### src/rtl/xbus_pkg.sv
package xbus_pkg;
   typedef enum logic [2:0] {
      CK_IDLE  = 3'd0,
      CK_FETCH = 3'd1,
      CK_CODE  = 3'd2,
      CK_DRD   = 3'd3,
      CK_DWR   = 3'd4
   } cyc_kind_e;

   function automatic logic kind_is_data(cyc_kind_e k);
      return (k == CK_DRD) || (k == CK_DWR);
   endfunction

   function automatic logic kind_is_prog(cyc_kind_e k);
      return (k == CK_FETCH) || (k == CK_CODE);
   endfunction

   function automatic cyc_kind_e kind_from_req(logic [1:0] code);
      case (code)
         2'd0:    return CK_FETCH;
         2'd1:    return CK_CODE;
         2'd2:    return CK_DRD;
         default: return CK_DWR;
      endcase
   endfunction
endpackage

### src/rtl/xbus_timebase.sv
module xbus_timebase #(
   parameter int MC_LEN = 12,
   parameter int CNT_W  = 4
) (
   input  logic             clk,
   input  logic             rst,
   output logic [CNT_W-1:0] slot,
   output logic             last
);
   localparam logic [CNT_W-1:0] LAST_SLOT = CNT_W'(MC_LEN - 1);

   assign last = (slot == LAST_SLOT);

   generate
      if ((1 << CNT_W) == MC_LEN) begin : g_wrap_free
         always_ff @(posedge clk) begin
            if (rst) slot <= '0;
            else     slot <= slot + 1'b1;
         end
      end else begin : g_wrap_cmp
         always_ff @(posedge clk) begin
            if (rst)       slot <= '0;
            else if (last) slot <= '0;
            else           slot <= slot + 1'b1;
         end
      end
   endgenerate

   AST_SLOT_IN_RANGE: assert property (@(posedge clk) disable iff (rst)
      slot <= LAST_SLOT);
   AST_SLOT_WRAPS: assert property (@(posedge clk) disable iff (rst)
      last |=> (slot == '0));
endmodule

### src/rtl/xbus_ale_gen.sv
module xbus_ale_gen
   import xbus_pkg::*;
#(
   parameter int CNT_W  = 4,
   parameter int SLOT_A = 1,
   parameter int SLOT_B = 7
) (
   input  logic             clk,
   input  logic             rst,
   input  logic [CNT_W-1:0] slot,
   input  cyc_kind_e        kind,
   input  logic             ale_off,
   input  logic             ext_exec,
   output logic             ale
);
   localparam logic [CNT_W-1:0] SA = CNT_W'(SLOT_A);
   localparam logic [CNT_W-1:0] SB = CNT_W'(SLOT_B);

   logic free_run;
   assign free_run = !ale_off || ext_exec;

   always_comb begin
      ale = 1'b0;
      if (slot == SA) begin
         ale = (kind != CK_IDLE) || free_run;
      end else if (slot == SB) begin
         case (kind)
            CK_FETCH, CK_CODE: ale = 1'b1;
            CK_IDLE:           ale = free_run;
            default:           ale = 1'b0;
         endcase
      end
   end

   AST_ALE_ONE_CLOCK: assert property (@(posedge clk) disable iff (rst)
      ale |=> !ale);
   AST_ALE_BUS_PULSE: assert property (@(posedge clk) disable iff (rst)
      (slot == SA && kind != CK_IDLE) |-> ale);
endmodule

### src/rtl/xbus_port_mux.sv
module xbus_port_mux
   import xbus_pkg::*;
#(
   parameter int DATA_W     = 8,
   parameter int CNT_W      = 4,
   parameter int ADDR_LAST  = 2,
   parameter int PSEN_FIRST = 3,
   parameter int PSEN_LAST  = 5,
   parameter int STB_FIRST  = 4,
   parameter int STB_LAST   = 9
) (
   input  logic [CNT_W-1:0]  slot,
   input  cyc_kind_e         kind,
   input  logic [DATA_W-1:0] addr_lo,
   input  logic [DATA_W-1:0] wdata,
   input  logic [DATA_W-1:0] p2_val,
   output logic [DATA_W-1:0] p0_out,
   output logic              p0_oe,
   output logic [DATA_W-1:0] p2_out,
   output logic              psen_n,
   output logic              rd_n,
   output logic              wr_n
);
   logic in_addr, in_psen, in_stb;

   assign in_addr = (slot <= CNT_W'(ADDR_LAST));
   assign in_psen = (slot >= CNT_W'(PSEN_FIRST)) && (slot <= CNT_W'(PSEN_LAST));
   assign in_stb  = (slot >= CNT_W'(STB_FIRST))  && (slot <= CNT_W'(STB_LAST));

   always_comb begin
      p0_out = '1;
      p0_oe  = 1'b0;
      if (kind != CK_IDLE && in_addr) begin
         p0_out = addr_lo;
         p0_oe  = 1'b1;
      end else if (kind == CK_DWR) begin
         p0_out = wdata;
         p0_oe  = 1'b1;
      end
   end

   assign psen_n = !(kind_is_prog(kind) && in_psen);
   assign rd_n   = !((kind == CK_DRD) && in_stb);
   assign wr_n   = !((kind == CK_DWR) && in_stb);
   assign p2_out = p2_val;
endmodule

### src/rtl/xbus_cycle_ctrl.sv
module xbus_cycle_ctrl
   import xbus_pkg::*;
#(
   parameter int DATA_W   = 8,
   parameter int ADDR_W   = 16,
   parameter int N_STATES = 6,
   parameter int N_PHASES = 2
) (
   input  logic              clk,
   input  logic              rst,
   input  logic              req_valid,
   input  logic [1:0]        req_kind,
   input  logic [ADDR_W-1:0] req_addr,
   input  logic [DATA_W-1:0] req_wdata,
   input  logic              req_short,
   input  logic [DATA_W-1:0] p2_reg,
   input  logic              ale_off,
   input  logic              ext_exec,
   input  logic [DATA_W-1:0] p0_in,
   output logic [DATA_W-1:0] p0_out,
   output logic              p0_oe,
   output logic [DATA_W-1:0] p2_out,
   output logic              ale,
   output logic              psen_n,
   output logic              rd_n,
   output logic              wr_n,
   output logic [DATA_W-1:0] rdata,
   output logic              rdata_vld,
   output logic              cyc_end
);
   localparam int MC_LEN = N_STATES * N_PHASES;
   localparam int CNT_W  = $clog2(MC_LEN);
   // slot index of state s (1-based), phase p (1-based)
   localparam int ALE_A      = 0 * N_PHASES + (N_PHASES - 1);
   localparam int ALE_B      = 3 * N_PHASES + (N_PHASES - 1);
   localparam int ADDR_LAST  = 1 * N_PHASES;
   localparam int PSEN_FIRST = 1 * N_PHASES + (N_PHASES - 1);
   localparam int PSEN_LAST  = 2 * N_PHASES + (N_PHASES - 1);
   localparam int STB_FIRST  = 2 * N_PHASES;
   localparam int STB_LAST   = 4 * N_PHASES + (N_PHASES - 1);

   generate
      if (ADDR_W != 2 * DATA_W) begin : g_bad_width
         $error("ADDR_W must be twice DATA_W");
      end
      if (N_STATES < 6 || N_PHASES < 2) begin : g_bad_cycle
         $error("machine cycle needs at least six states of two phases");
      end
   endgenerate

   logic [CNT_W-1:0]  slot;
   logic              last;
   cyc_kind_e         kind_q, kind_d;
   logic [DATA_W-1:0] addr_lo_q, wdata_q, p2_q, p2_d, rdata_q;
   logic              vld_q, capture;

   xbus_timebase #(.MC_LEN(MC_LEN), .CNT_W(CNT_W)) tb_i (
      .clk(clk), .rst(rst), .slot(slot), .last(last)
   );

   xbus_ale_gen #(.CNT_W(CNT_W), .SLOT_A(ALE_A), .SLOT_B(ALE_B)) ale_i (
      .clk(clk), .rst(rst), .slot(slot), .kind(kind_q),
      .ale_off(ale_off), .ext_exec(ext_exec), .ale(ale)
   );

   xbus_port_mux #(
      .DATA_W(DATA_W), .CNT_W(CNT_W), .ADDR_LAST(ADDR_LAST),
      .PSEN_FIRST(PSEN_FIRST), .PSEN_LAST(PSEN_LAST),
      .STB_FIRST(STB_FIRST), .STB_LAST(STB_LAST)
   ) mux_i (
      .slot(slot), .kind(kind_q), .addr_lo(addr_lo_q), .wdata(wdata_q),
      .p2_val(p2_q), .p0_out(p0_out), .p0_oe(p0_oe), .p2_out(p2_out),
      .psen_n(psen_n), .rd_n(rd_n), .wr_n(wr_n)
   );

   always_comb begin
      kind_d = req_valid ? kind_from_req(req_kind) : CK_IDLE;
      if (req_valid && (kind_is_prog(kind_d) || !req_short))
         p2_d = req_addr[ADDR_W-1 -: DATA_W];
      else
         p2_d = p2_reg;
   end

   assign capture = (kind_is_prog(kind_q) && slot == CNT_W'(PSEN_LAST)) ||
                    (kind_q == CK_DRD && slot == CNT_W'(STB_LAST));

   always_ff @(posedge clk) begin
      if (rst) begin
         kind_q    <= CK_IDLE;
         addr_lo_q <= '0;
         wdata_q   <= '0;
         p2_q      <= '1;
         rdata_q   <= '0;
         vld_q     <= 1'b0;
      end else begin
         vld_q <= capture;
         if (capture) rdata_q <= p0_in;
         if (last) begin
            kind_q    <= kind_d;
            addr_lo_q <= req_addr[DATA_W-1:0];
            wdata_q   <= req_wdata;
            p2_q      <= p2_d;
         end
      end
   end

   assign rdata     = rdata_q;
   assign rdata_vld = vld_q;
   assign cyc_end   = last;

   AST_ONE_STROBE: assert property (@(posedge clk) disable iff (rst)
      $countones({!psen_n, !rd_n, !wr_n}) <= 1);
   AST_RD_FLOATS_P0: assert property (@(posedge clk) disable iff (rst)
      !rd_n |-> !p0_oe);
   AST_WR_DRIVES_P0: assert property (@(posedge clk) disable iff (rst)
      !wr_n |-> p0_oe);
   AST_PSEN_HELD: assert property (@(posedge clk) disable iff (rst)
      $fell(psen_n) |=> !psen_n);
   AST_VLD_AFTER_STROBE: assert property (@(posedge clk) disable iff (rst)
      rdata_vld |-> $rose(rd_n) || $rose(psen_n));
   AST_STROBE_NOT_AT_ALE: assert property (@(posedge clk) disable iff (rst)
      ale |-> (psen_n && rd_n && wr_n));
endmodule

### config.mk
export PLATFORM = sky130hd
export DESIGN_NAME = xbus_cycle_ctrl
export DESIGN_NICKNAME = d
export VERILOG_FILES = /design/src/rtl/xbus_pkg.sv /design/src/rtl/xbus_timebase.sv /design/src/rtl/xbus_ale_gen.sv /design/src/rtl/xbus_port_mux.sv /design/src/rtl/xbus_cycle_ctrl.sv
export SDC_FILE = /design/constraint.sdc
export NUM_CORES = 1
export LEC_CHECK = 0
export BUFFER_PORTS_ARGS = -buffer_cell sky130_fd_sc_hd__buf_2
export CORE_MARGIN = 5
export CORE_UTILIZATION = 35
export DETAILED_ROUTE_END_ITERATION = 7
export GPL_TIMING_DRIVEN = 1
export PLACE_DENSITY = 0.61
export SYNTH_ARGS = -nofsm -noshare
export SYNTH_HDL_FRONTEND = slang
export SYNTH_SLANG_ARGS = --single-unit
export TNS_END_PERCENT = 100
### constraint.sdc
create_clock -name clk -period 2.7 [get_ports clk]
set_input_delay 0.135 -clock clk [delete_from_list [all_inputs] [get_ports clk]]
set_output_delay 0.135 -clock clk [all_outputs]
set_load 0.05 [all_outputs]
==> qor.csv, run 1 <==
stage,metric,value,unit
outcome,run status,"finished, final reports clean",
detailed_routing,drt initial violations,73,
cells_and_area,share of cells above drive strength 1,30.03,%
detailed_routing,router iterations before antenna repair,4,
detailed_routing,met2 wire length,2557,µm
synthesis,Syn Nets,310,
clocking,clk buf depth,2,
sta,RSZ-0062 raised after global routing,false,
detailed_routing,top layer in use,met4,
synthesis,"top cells by area, synth","dfxtp_1 (39%), a21oi_1 (8.6%), nand2_1 (7.5%)",
grt,via count of the first global-routing pass,1875,
cells_and_area,ant diodes,0,
critical_path,"delay-heaviest family, CP",buffers and inverters,
placement,Area after DPL,2432,µm²
placement,DP HPWL,3967,µm
grt,total track usage,14.73,%
power_and_ir_drop,overall power,0.001232,W
detailed_routing,Routed wire per std cell,13.97,µm
clocking,clock slew at reported path FFs,90,ps
floorplan,num ports,79,
synthesis,synthesis warning total,0,
synthesis,xor/xnor share of the synthesized area,0.8552,%
critical_path,FF-to-FF End,p2_q[5]$_SDFFE_PP1P_,
synthesis,"Top FF cell, synth",dfxtp_1,
power_and_ir_drop,NetSw,0.0003094,W
synthesis,main combinational cell family by area after synthesis,compound AO/OA/AOI/OAI gates,
floorplan,core area,5608,µm²
clocking,hold buffer count at cts,0,
synthesis,area share of the largest cell type after synthesis,39.10,%
floorplan,row count,27,
hold_path,Hold Startpoint,req_addr[1],
critical_path,CP max stage cell,inv_2,
sta,Slew HR,55.65,%
detailed_routing,drc violations,0,
synthesis,Synth Area in Compound Gates,25.53,%
clocking,postcts setup bufs,0,
critical_path,R2R depth,6,
synthesis,Netlist cell types,39,
critical_path,CP startpoint kind,register,
clocking,root buffer cell,clkbuf_8,
sta,final-report setup violation count,0,
floorplan,die height,86.50,µm
sta,setup_tns,0,ps
power_and_ir_drop,sequential power share,48.6,%
detailed_routing,routed via count,2020,
synthesis,asr flop ratio synth,0,%
flow_run,number of max-cap violations,0,
synthesis,sequential element share of the synthesized area,39.10,%
clocking,CTS sink count,40,
critical_path,R2R Path Start,tb_i.slot[0]$_SDFF_PP0_,
detailed_routing,metal3 WL,318,µm
clocking,cts bufs inserted,5,
detailed_routing,DRT Wirelength,5517,µm
sta,pin slew with the least headroom to its limit,665.2,ps
power_and_ir_drop,clock share of power,40.0,%
grt,largest net degree at the start of global routing,33,
synthesis,fraction of synthesized area in multiplexers,0.4887,%
sta,Final Hold Fails,0,
synthesis,Post-synth top cells,"nand2_1 (41), dfxtp_1 (40), a21oi_1 (35), nor3_1 (22), nor2_1 (15)",
critical_path,worst path required time,2570,ps
floorplan,die area,7482,µm²
power_and_ir_drop,Lkg Pwr,0.9633,nW
synthesis,Synth area leader,dfxtp_1,
critical_path,"Max FO, Critical Path",30,
synthesis,post-synthesis simple-gate area fraction,23.21,%
clocking,H-tree depth,2,
sta,Tmin final,2489,ps
cells_and_area,design area,2544,µm²
synthesis,Post-synth EDFFs,0,
cells_and_area,Sequential Area,800.8,µm²
synthesis,Mapped Avg Cell Area,8.032,µm²
synthesis,register bit total from synthesis,40,
power_and_ir_drop,Comb power frac,11.4,%
sta,clock skew,10.62,ps
critical_path,"slowest stage delay, CP",500,ps
power_and_ir_drop,Power Dens Cells,484.5,nW/µm²
critical_path,CP arrival,2350,ps
detailed_routing,vias per cell,5.114,
critical_path,"Critical Path, Cell by Cell","ha_1, inv_1, or2_1, inv_2, buf_2",
detailed_routing,Final ANT Viol Nets,0,
clocking,worst skew pair latency,300,ps
critical_path,WP buf/inv,3,
grt,GRT overflow,0,
grt,global-route wire length before repair,8970,µm
floorplan,Die X-Extent,86.50,µm
cells_and_area,post-layout util,45.36,%
floorplan,Starting Density,36.52,%
hold_path,hold crit path type,in2reg,
synthesis,Post-Synth Adder-Cell Area,4.276,%
clocking,CTS tree,built,
placement,IO Port Bufs,78,
grt,initial antenna violation count,0,
detailed_routing,metal1 wirelength,2563,µm
hold_path,hold path endpoint,addr_lo_q[1]$_SDFFE_PP0P_,
sta,Fmax achieved,401.7,MHz
sta,Final Max Slew Viols,0,
sta,Tcrit/Tclk final,92.19,%
power_and_ir_drop,Net Sw Frac,25.10,%
power_and_ir_drop,cell-internal power,0.0009230,W
clocking,post-CTS sizing,0,
cells_and_area,Layout area overhead,24.19,%
critical_path,r2r setup slk,560,ps
hold_path,Worst Hold Depth,3,
critical_path,CP endpoint kind,output pin,
synthesis,post-synth design cell area,2048,µm²
synthesis,most common cell in the netlist,nand2_1,
critical_path,Crit Path Category,reg2out,
cells_and_area,fillers,596,
placement,Final GP Congestion,0.7801,
cells_and_area,nets,377,
synthesis,Mapped Cells,255,
cells_and_area,area of the multi-input gates,1114,µm²
power_and_ir_drop,VDD IR-drop max,194.0,µV
[logic make-up after synthesis]
logic type / count (synthesis)
and+or+nand+nor: 103
xor gates and xnor gates: 2
buffers and inverters: 26
adders and majority gates: 7
DFF: 40
muxes: 1
AOI/OAI and AO/OA: 76
[power groups by stage]
stage          sequential (W)  clock, W  combinational (W)
6_report             0.000599  0.000492           0.000141
5_1_grt              0.000600  0.000533           0.000156
4_1_cts              0.000599  0.000508           0.000142
3_5_place_dp         0.000613         0           0.000141
3_3_place_gp         0.000613         0           0.000140
2_1_floorplan        0.000611         0          0.0000899
[sequential cells by signal, indices dropped and copies added, names as in the netlist]
signal	count
rdata_vld	1
wdata_q	8
addr_lo_q	8
rdata	8
kind_q	3
p2_q	8
tb_i.slot	4
[final cells by class]
cell class | count | area share [%]
clock inverter | 3 | 1.672
multi-input combinational | 189 | 43.78
inverter | 6 | 0.8854
timing repair buffer | 80 | 15.94
sequential | 40 | 31.48
tap | 72 | 3.542
clock buffer | 5 | 2.705
[per-layer routing]
metal,up-vias,track usage [%]
met3,7,3.612
met5,-,0
met1,927,18.88
met4,0,5.241
li1,1039,-
met2,47,23.99
[layout by cell type (no fill, tap or decap), types with 3 or more instances in the layout]
cell / count
nor2b_1: 3
ha_1: 7
nor3_1: 22
a211oi_1: 6
clkbuf_8: 5
nand3_1: 11
nand2b_1: 3
o22ai_1: 8
nor2_1: 15
a21oi_1: 35
buf_2: 78
inv_1: 5
dfxtp_1: 40
nand2_1: 41
o21ai_0: 9
a2111oi_0: 6
[worst max-delay path by stage]
stage	start	to	slack, ps	cells after the start
after global routing	tb_i.slot[0]$_SDFF_PP0_	cyc_end	30	5
after CTS	tb_i.slot[0]$_SDFF_PP0_	cyc_end	180	5
after global placement	tb_i.slot[0]$_SDFF_PP0_	cyc_end	560	5
after floorplan	tb_i.slot[0]$_SDFF_PP0_	ale	580	3
final	tb_i.slot[0]$_SDFF_PP0_	cyc_end	210	5
after detailed placement	tb_i.slot[0]$_SDFF_PP0_	cyc_end	520	5
[metrics by stage]
stage | instances | hold WS (ps) | worst slack (ps)
floorplan | 255 | 271.0 | 576.5
global placement | 387 | 378.3 | 561.4
detailed placement | 387 | 381.2 | 516.9
CTS | 395 | 56.24 | 177.1
global route | 395 | 63.58 | 33.08
finish | 395 | 60.53 | 210.8
[worst min-delay path: stages]
cell	delay, ps
buf_2	90
nand2_1	40
a21oi_1	50
No activity file was read; power rests on OpenSTA's default activity.
==> inputs of run 2 (changes only) <==
- ABC_AREA: unset -> 1
==> qor.csv, run 2 <==
stage,metric,value,unit
sta,setup_tns,0,ps
synthesis,Mapped Avg Cell Area,7.253,µm²
critical_path,CP startpoint kind,register,
synthesis,"Top FF cell, synth",dfxtp_1,
synthesis,synthesis warning total,0,
detailed_routing,routed via count,1871,
clocking,postcts setup bufs,0,
grt,GRT overflow,0,
floorplan,num ports,79,
cells_and_area,Layout area overhead,29.44,%
power_and_ir_drop,Power Dens Cells,510.5,nW/µm²
clocking,clk buf depth,2,
sta,final-report setup violation count,0,
detailed_routing,Final ANT Viol Nets,0,
sta,RSZ-0062 raised after global routing,false,
clocking,H-tree depth,2,
synthesis,area share of the largest cell type after synthesis,41.50,%
critical_path,Crit Path Category,reg2out,
cells_and_area,"commonest non-fill, non-tap cell in the layout",buf_2,
clocking,CTS tree,built,
clocking,hold buffer count at cts,0,
hold_path,hold crit path type,in2reg,
critical_path,R2R depth,5,
hold_path,Worst Hold Depth,3,
critical_path,CP endpoint kind,output pin,
critical_path,"slowest stage delay, CP",420,ps
grt,via count of the first global-routing pass,1766,
sta,Final Max Slew Viols,0,
detailed_routing,vias per cell,4.519,
power_and_ir_drop,VDD IR-drop max,237.1,µV
floorplan,row count,27,
detailed_routing,drt initial violations,85,
hold_path,Hold Startpoint,p0_in[6],
clocking,clock slew at reported path FFs,70,ps
sta,clock skew,3.786,ps
power_and_ir_drop,NetSw,0.0002689,W
synthesis,Post-synth top cells,"inv_1 (48), dfxtp_1 (40), a21oi_1 (30), nand2_1 (28), o21ai_0 (28)",
critical_path,CP max stage cell,dfxtp_1,
critical_path,r2r setup slk,1100,ps
critical_path,R2R Path Start,tb_i.slot[0]$_SDFF_PP0_,
synthesis,Netlist cell types,27,
sta,Tmin final,1993,ps
power_and_ir_drop,Net Sw Frac,21.09,%
floorplan,core area,5439,µm²
floorplan,die height,84.25,µm
flow_run,number of max-cap violations,0,
synthesis,post-synth design cell area,1929,µm²
floorplan,Starting Density,35.47,%
cells_and_area,ant diodes,0,
grt,total track usage,13.48,%
sta,Final Hold Fails,0,
sta,Fmax achieved,501.8,MHz
floorplan,die area,7097,µm²
synthesis,register bit total from synthesis,40,
placement,DP Cell Count,407,
detailed_routing,router iterations before antenna repair,4,
cells_and_area,most frequent cells in the layout,"buf_2 (78), inv_1 (48), dfxtp_1 (40)",
power_and_ir_drop,sequential power share,46.9,%
synthesis,Post-synth EDFFs,0,
synthesis,sequential element share of the synthesized area,41.50,%
clocking,CTS sink count,40,
clocking,post-CTS sizing,0,
hold_path,hold path endpoint,rdata[6]$_SDFFE_PP0P_,
power_and_ir_drop,cell-internal power,0.001006,W
synthesis,"top cells by area, synth","dfxtp_1 (42%), inv_1 (9.3%), a21oi_1 (7.8%)",
grt,largest net degree at the start of global routing,33,
synthesis,asr flop ratio synth,0,%
placement,DP HPWL,3574,µm
critical_path,"Critical Path, Cell by Cell","ha_1, nand2_2, inv_1, buf_2",
outcome,run status,"finished, final reports clean",
grt,initial antenna violation count,0,
power_and_ir_drop,Lkg Pwr,1.149,nW
critical_path,CP arrival,1860,ps
placement,IO Port Bufs,78,
sta,Tcrit/Tclk final,73.81,%
power_and_ir_drop,clock share of power,43.9,%
detailed_routing,DRT Wirelength,4786,µm
cells_and_area,share of cells above drive strength 1,28.95,%
critical_path,"Max FO, Critical Path",15,
critical_path,worst path required time,2570,ps
synthesis,Mapped Cells,266,
detailed_routing,Routed wire per std cell,11.56,µm
power_and_ir_drop,Comb power frac,9.1,%
floorplan,Die X-Extent,84.25,µm
synthesis,Synth area leader,dfxtp_1,
critical_path,FF-to-FF End,kind_q[2]$_SDFFE_PP0P_,
cells_and_area,nets,397,
placement,Final GP Congestion,0.8319,
cells_and_area,Finished Layout Cells,414,
sta,pin slew with the least headroom to its limit,747.2,ps
clocking,cts bufs inserted,5,
detailed_routing,drc violations,0,
synthesis,most common cell in the netlist,inv_1,
clocking,worst skew pair latency,290,ps
clocking,root buffer cell,clkbuf_8,
sta,Slew HR,50.13,%
grt,global-route wire length before repair,8066,µm
synthesis,Syn Nets,321,
-- run 2: cell types whose count changed after synthesis, sizes merged, moves of 10 or more --
cell | previous run | this run
inv | 6 | 52
nand2 | 41 | 31
nand3 | 11 | 23
nor2 | 15 | 26
nor3 | 22 | 1
o21ai | 11 | 29
-- run 2: metrics by stage --
step	util (%)	setup slack (ps)	hold WS, ps	instance area [µm²]	total power, W
final	45.92	707.2	66.59	2497	0.001275
after global routing	45.92	579.7	58.29	2497	0.001338
after CTS	45.92	704.1	60.08	2497	0.001295
after detailed placement	43.55	1027	368.5	2369	0.0007287
after global placement	43.55	1091	361.8	2369	0.0007283
after floorplan	-	768.9	269.9	1929	0.0006801
-- run 2: cell type report --
cell class                 count  area, µm²
inverter                      52      195.2
timing repair buffer          79      397.9
fill                         571       2942
clock buffer                   5      68.82
multi-input combinational    164      884.6
clock inverter                 2      60.06
sequential                    40      800.8
tap                           72      90.09
-- run 2: worst max path at each step --
stage	to	slack, ps	start
2_1_floorplan	ale	770	tb_i.slot[0]$_SDFF_PP0_
3_3_place_gp	p0_out[3]	1090	tb_i.slot[0]$_SDFF_PP0_
3_5_place_dp	cyc_end	1030	tb_i.slot[0]$_SDFF_PP0_
4_1_cts	p0_out[3]	700	tb_i.slot[0]$_SDFF_PP0_
5_1_grt	cyc_end	580	tb_i.slot[0]$_SDFF_PP0_
6_report	cyc_end	710	tb_i.slot[0]$_SDFF_PP0_
-- run 2: power by group through the flow --
stage / combinational [W] / sequential (W) / clock, W
after floorplan: 0.0000687 / 0.000611 / 0
after global placement: 0.000116 / 0.000612 / 0
after detailed placement: 0.000116 / 0.000612 / 0
after CTS: 0.000117 / 0.000598 / 0.000580
after global routing: 0.000133 / 0.000599 / 0.000606
final: 0.000116 / 0.000598 / 0.000560
-- run 2: routing by layer --
metal | routed length [µm] | global-route usage, % | vias to the layer above
met5 | 0 | 0 | -
met4 | 27 | 2.632 | 0
met3 | 456 | 5.496 | 4
met2 | 2048 | 21.02 | 62
met1 | 2254 | 17.64 | 795
li1 | - | - | 1010
-- run 2: logic make-up after synthesis --
| kind of cell | after synthesis | synth area share, % |
|---|---|---|
| simple gates | 84 | 20.36 |
| compound gates | 73 | 20.95 |
| fa+ha+maj | 7 | 4.539 |
| buf+inv | 62 | 12.64 |
| flops | 40 | 41.50 |
-- run 2: critical path, delay by kind of cell (launching register included) --
kind,cells,cell delay (ps)
AND/OR/NAND/NOR,1,210
adder cells (fa/ha/maj),1,280
buffers and inverters,2,660
flip-flops,1,420
